<file path="config.mk">
export PLATFORM = sky130hd
export DESIGN_NAME = alarm_tone_gen
export DESIGN_NICKNAME = d
export VERILOG_FILES = /design/src/rtl/alarm_tone_pkg.sv /design/src/rtl/atg_sample_timer.sv /design/src/rtl/atg_debounce.sv /design/src/rtl/atg_phase_gen.sv /design/src/rtl/alarm_tone_gen.sv
export SDC_FILE = /design/constraint.sdc
export NUM_CORES = 1
export LEC_CHECK = 0
export BUFFER_PORTS_ARGS = -buffer_cell sky130_fd_sc_hd__clkbuf_2
export CORE_AREA = 2 2 69 71
export CTS_CLUSTER_SIZE = 12
export DETAILED_ROUTE_END_ITERATION = 6
export DIE_AREA = 0 0 71 73
export PLACE_DENSITY = 0.54
export SLEW_MARGIN = 20
export SYNTH_ARGS = -nofsm -noshare
export SYNTH_HDL_FRONTEND = slang
export SYNTH_HIERARCHICAL = 1
export SYNTH_SLANG_ARGS = --single-unit
</file>
<file path="constraint.sdc">
create_clock -name clk -period 3.9 [get_ports clk]
set_input_delay 0.585 -clock clk [delete_from_list [all_inputs] [get_ports clk]]
set_output_delay 0.585 -clock clk [all_outputs]
set_load 0.02 [all_outputs]
</file>
<file path="src/rtl/alarm_tone_pkg.sv">
package alarm_tone_pkg;

  // Burst pattern, expressed in slots of 2^SLOT_LOG2 clocks (0.5 s at defaults)
  typedef enum logic [0:0] {
    BURST_HALF    = 1'b0,   // one slot on, one slot off
    BURST_QUARTER = 1'b1    // two slots on, six slots off
  } burst_mode_e;

  localparam int unsigned SLOT_IDX_W = 3;  // eight slots per full window

  // Burst gate for a slot index inside the eight-slot window
  function automatic logic burst_gate(input logic [SLOT_IDX_W-1:0] slot,
                                      input burst_mode_e          mode);
    logic open;
    if (mode == BURST_HALF) open = ~slot[0];
    else                    open = (slot[2:1] == 2'b00);
    return open;
  endfunction

  // Modulation gate: open in the first half of each modulation period
  function automatic logic mod_gate(input logic period_msb);
    return ~period_msb;
  endfunction

  // Tone level from the bit that flips every tone half-period
  function automatic logic tone_level(input logic half_bit);
    return half_bit;
  endfunction

endpackage

</file>
<file path="src/rtl/atg_sample_timer.sv">
module atg_sample_timer #(
  parameter int unsigned SAMPLE_LOG2 = 8
) (
  input  logic clk,
  input  logic rst,
  output logic tick
);
  localparam int unsigned CW = (SAMPLE_LOG2 < 1) ? 1 : SAMPLE_LOG2;

  logic [CW-1:0] cnt_q;

  always_ff @(posedge clk) begin
    if (rst) cnt_q <= '0;
    else     cnt_q <= cnt_q + 1'b1;
  end

  assign tick = &cnt_q;

endmodule

</file>
<file path="src/rtl/atg_debounce.sv">
module atg_debounce #(
  parameter int unsigned SAMPLES     = 4,
  parameter bit          ACTIVE_HIGH = 1'b1
) (
  input  logic clk,
  input  logic rst,
  input  logic tick,
  input  logic raw,
  output logic active
);
  localparam int unsigned HW       = (SAMPLES < 2) ? 1 : SAMPLES - 1;
  localparam logic        IDLE_LVL = ~ACTIVE_HIGH;

  logic          sync1_q, sync2_q;
  logic [HW-1:0] hist_q;
  logic          level_q;
  logic          agree;

  // Two-stage synchroniser, reset to the inactive level
  always_ff @(posedge clk) begin
    if (rst) begin
      sync1_q <= IDLE_LVL;
      sync2_q <= IDLE_LVL;
    end else begin
      sync1_q <= raw;
      sync2_q <= sync1_q;
    end
  end

  // Sample history, one entry per tick
  generate
    if (HW == 1) begin : g_hist1
      always_ff @(posedge clk) begin
        if (rst)       hist_q <= IDLE_LVL;
        else if (tick) hist_q <= sync2_q;
      end
    end else begin : g_histn
      always_ff @(posedge clk) begin
        if (rst)       hist_q <= {HW{IDLE_LVL}};
        else if (tick) hist_q <= {hist_q[HW-2:0], sync2_q};
      end
    end
  endgenerate

  // New sample plus stored history all equal
  assign agree = (hist_q == {HW{sync2_q}});

  always_ff @(posedge clk) begin
    if (rst)                level_q <= IDLE_LVL;
    else if (tick && agree) level_q <= sync2_q;
  end

  assign active = (level_q == ACTIVE_HIGH);

endmodule

</file>
<file path="src/rtl/atg_phase_gen.sv">
module atg_phase_gen
  import alarm_tone_pkg::*;
#(
  parameter int unsigned TONE_LOG2  = 3,
  parameter int unsigned MOD_LOG2   = 12,
  parameter int unsigned SLOT_LOG2  = 14,
  parameter burst_mode_e BURST_MODE = BURST_HALF,
  localparam int unsigned PW        = SLOT_LOG2 + SLOT_IDX_W
) (
  input  logic          clk,
  input  logic          rst,
  input  logic          active,
  output logic [PW-1:0] phase,
  output logic          tone_bit,
  output logic          mod_open,
  output logic          burst_on
);
  logic [PW-1:0] phase_q;

  // Held at zero while idle, so each activation starts at k = 0
  always_ff @(posedge clk) begin
    if (rst || !active) phase_q <= '0;
    else                phase_q <= phase_q + 1'b1;
  end

  assign phase    = phase_q;
  assign tone_bit = tone_level(phase_q[TONE_LOG2]);
  assign mod_open = mod_gate(phase_q[MOD_LOG2-1]);
  assign burst_on = burst_gate(phase_q[PW-1 -: SLOT_IDX_W], BURST_MODE);

endmodule

</file>
<file path="src/rtl/alarm_tone_gen.sv">
module alarm_tone_gen
  import alarm_tone_pkg::*;
#(
  parameter int unsigned SAMPLE_LOG2 = 8,
  parameter int unsigned SAMPLES     = 4,
  parameter int unsigned TONE_LOG2   = 3,
  parameter int unsigned MOD_LOG2    = 12,
  parameter int unsigned SLOT_LOG2   = 14,
  parameter burst_mode_e BURST_MODE  = BURST_HALF,
  parameter bit          ACTIVE_HIGH = 1'b1,
  parameter bit          IDLE_HIGH   = 1'b0
) (
  input  logic clk,
  input  logic rst,
  input  logic alarm_in,
  output logic alarm_out
);
  localparam int unsigned PHASE_W = SLOT_LOG2 + SLOT_IDX_W;

  // Named internal events
  logic               sample_tick;
  logic               alarm_active;
  logic [PHASE_W-1:0] phase;
  logic               tone_bit;
  logic               mod_open;
  logic               burst_on;
  logic               drive;

  atg_sample_timer #(.SAMPLE_LOG2(SAMPLE_LOG2)) u_timer (
    .clk  (clk),
    .rst  (rst),
    .tick (sample_tick)
  );

  atg_debounce #(.SAMPLES(SAMPLES), .ACTIVE_HIGH(ACTIVE_HIGH)) u_deb (
    .clk    (clk),
    .rst    (rst),
    .tick   (sample_tick),
    .raw    (alarm_in),
    .active (alarm_active)
  );

  atg_phase_gen #(
    .TONE_LOG2  (TONE_LOG2),
    .MOD_LOG2   (MOD_LOG2),
    .SLOT_LOG2  (SLOT_LOG2),
    .BURST_MODE (BURST_MODE)
  ) u_phase (
    .clk      (clk),
    .rst      (rst),
    .active   (alarm_active),
    .phase    (phase),
    .tone_bit (tone_bit),
    .mod_open (mod_open),
    .burst_on (burst_on)
  );

  assign drive     = alarm_active & burst_on & mod_open & tone_bit;
  assign alarm_out = IDLE_HIGH ^ drive;

endmodule

</file>
==> run summary <==
For the number of hold buffers added after cts, the log shows 0. The detailed-route wire length per cell was 10.2 µm; the number of port buffers was 3. Per report_power, the sequential group accounts for 54.6% of the total. Setup repair after global routing left no endpoint under its margin.

Clock tree synthesis found a total of 29 sinks. Setup violations remaining at the end of the flow were counted as 0. The die covers 5180 µm².

The maximum fanout along the worst path came out at 5. The critical path goes through ha_1 -> nand3_1 -> nor2_1 -> or4b_1 -> a21oi_1 -> nor3_1. The number of synthesis warnings was 6.

At the worst endpoint, the required time is 4.06 ns. The minimum period implied by the final worst setup slack was 1.86 ns. In this run the critical register-to-register path is captured at u_deb/active$_SDFFE_PP0P_. At the later pin of the worst-skew pair, clock insertion delay measures 0.28 ns. In the final layout, the share of cells above drive strength 1 is 8.89%. The slew at the pin closest to its max-slew limit works out to 0.551 ns. For this design, the slowest cell found on the critical path is sky130_fd_sc_hd__or4b_1. Per report_power, the clock group accounts for 43.9% of the total.

The logs give 3.33 mm for the first-pass GRT wire length and 0 for the max capacitance violation total. The worst register-to-register path has a depth of 6. The core region is 4540 µm². In this run the critical register-to-register path is launched from u_timer/cnt_q[0]$_SDFF_PP0_. Number of buffers on the longest clock path: 2. The tools report the violation count after the first detailed-routing iteration as 48. For the relative slew slack, the log shows 63.2%. The antenna diode count is 0. At the worst endpoint, the arrival time is 2.01 ns. Counting both buffers and inverters, the worst setup path holds a total of 0.

Counting tap cells, the placed design contains a total of 182 instances. Global routing used 8.36% of the available tracks. The largest single stage delay on the critical path is 0.48 ns.

Clock tree synthesis selected as its root buffer the cell sky130_fd_sc_hd__clkbuf_8. The critical path startpoint is u_timer/cnt_q[0]$_SDFF_PP0_. After detailed routing, the number of remaining DRC violations is 0. Number of placed I/O pins: 4. TritonCTS built the clock tree. Using the TritonRoute via totals, the vias-per-cell ratio works out to 4.53. The global-route congestion overflow total was 0. The tools report the capturing instance or port of the critical path as u_deb/active$_SDFFE_PP0P_. The tools report the post-cts sizing count as 0. The power per cell area is 418 nW/µm².

The synthesized area per cell was 9.12 µm². The final route contains 857 vias. For the detailed-route wire length, the log shows 1.93 mm. Static timing analysis puts the maximum clock frequency at 538 MHz.

Count of cells along the worst hold path: 1. Once detail routing completed, the nets flagged for antenna violations numbered 0. For the net count reported at finish, the log shows 140. The element type at the critical path end is a flop. The die extent in x came out at 71 µm. Row generation in the floorplan step produced 25 rows. When the netlist entered floorplanning its net count stood at 135. The final cycle utilization of the critical path is 47.7%, and the number of antenna violations at the first check in global routing is 0.

The worst setup path is launched from a flop. The number of levels the H-tree was split into was 2; the power spent charging and discharging nets was 111 µW. By startpoint and endpoint, the worst setup path is classified as flop to flop. Combinational logic burns 1.5% of the power. The run gives 2.04 ns as the setup slack of the worst register-to-register path. The worst hold path belongs to the class flop to flop.

The area overhead of the layout relative to synthesis is 12.0%, and the final number of hold-violating endpoints is 0. The tools report the maximum ir drop on the vdd rail as 0.200 mV. Net switching is 20.1% of the power. The post-CTS setup repair buffer count was 0. Number of global-route vias before repair: 795. In the synthesized netlist, the number of instances is 130. The pin count of the biggest net entering global routing was 16; the sum of negative setup slack was 0 ns. The run finished with clean final reports. At the end of routability-driven placement, the weighted congestion stood at 0.723. For this design the static power due to leakage is 0.412 nW. TritonCTS created 5 clock buffers.

Clock-pin slew was measured on the worst setup and hold paths at 0.06 ns. The synthesized netlist occupies a cell area of 1190 µm². Internal power comes to 443 µW. Broken down by cell family, the worst path's largest delay share belongs to simple AND/OR/NAND/NOR gates. For this configuration, the core starts out at a cell density of 26.2%. The max-slew violation total from the final report is 0.

Excluding fillers, the count of instances in the completed layout stands at 189. The logs give 0.00601 ns for the clock skew and 4 for the detailed-routing iteration count for the pre-antenna-repair pass. The chip height was 73 µm. Summed over all nets, the half-perimeter wirelength after detailed placement is 1.31 mm. The cell depth of the worst setup path works out to 6.
power by group through the flow:
stage | Sequential (mW) | Clock (mW) | Combinational, mW
floorplan | 0.309 | 0 | 0.00583
global placement | 0.309 | 0 | 0.00835
detailed placement | 0.309 | 0 | 0.00849
CTS | 0.303 | 0.253 | 0.00854
global route | 0.303 | 0.266 | 0.00962
finish | 0.303 | 0.244 | 0.00819
cells in the final DEF (no fill, tap or decap), types with 5 or more instances in the layout:
master and count:
sky130_fd_sc_hd__a21oi_1 5, sky130_fd_sc_hd__nand4_1 6, sky130_fd_sc_hd__nand2_1 5, sky130_fd_sc_hd__or3_1 5, sky130_fd_sc_hd__nand3_1 7, sky130_fd_sc_hd__clkbuf_8 6, sky130_fd_sc_hd__dfxtp_1 29, sky130_fd_sc_hd__xnor2_1 9
sky130_fd_sc_hd__xor2_1 6, sky130_fd_sc_hd__nor2_1 23, sky130_fd_sc_hd__inv_1 5
per-stage QoR:
stage	power (mW)	instance area (µm²)	hold WS, ns	utilization [%]	setup slack, ns
4_1_cts	0.564	1330	0.452	29.3	2.03
3_3_place_gp	0.317	1240	0.424	27.4	2.12
3_5_place_dp	0.318	1240	0.438	27.4	2.04
6_report	0.555	1330	0.447	29.3	2.04
2_1_floorplan	0.315	1190	0.414	-	2.30
5_1_grt	0.579	1330	0.471	29.3	1.88
routing by layer:
metal / vias to the layer above / share of wire, % / global-route usage, %
met2: 12 / 44 / 13.0
met5: - / 0 / 0
met3: 4 / 4.4 / 3.73
li1: 449 / - / -
met4: 0 / 2.3 / 4.40
met1: 392 / 49 / 9.75
worst min path at each step:
stage                                to                     start
6_report       u_deb/sync2_q$_SDFF_PP0_  u_deb/sync1_q$_SDFF_PP0_
5_1_grt        u_deb/sync2_q$_SDFF_PP0_  u_deb/sync1_q$_SDFF_PP0_
4_1_cts        u_deb/sync2_q$_SDFF_PP0_  u_deb/sync1_q$_SDFF_PP0_
3_5_place_dp   u_deb/sync2_q$_SDFF_PP0_  u_deb/sync1_q$_SDFF_PP0_
3_3_place_gp   u_deb/sync2_q$_SDFF_PP0_  u_deb/sync1_q$_SDFF_PP0_
2_1_floorplan  u_deb/sync2_q$_SDFF_PP0_  u_deb/sync1_q$_SDFF_PP0_
sequential cells by signal, indices dropped and copies added (netlist names):
| name | count |
|---|---|
| u_phase/phase | 15 |
| u_timer/cnt_q | 8 |
| u_deb/hist_q | 3 |
| u_deb/active | 1 |
| u_deb/sync1_q | 1 |
| u_deb/sync2_q | 1 |
area by class of cell:
cell class                 count  area (µm²)
multi-input combinational     91         561
clock buffer                   7        86.3
tap                           54        67.6
fill                         469        3210
timing repair buffer           3        15.0
sequential                    29         581
inverter                       5        18.8
Power figures use the tool's default switching activity.
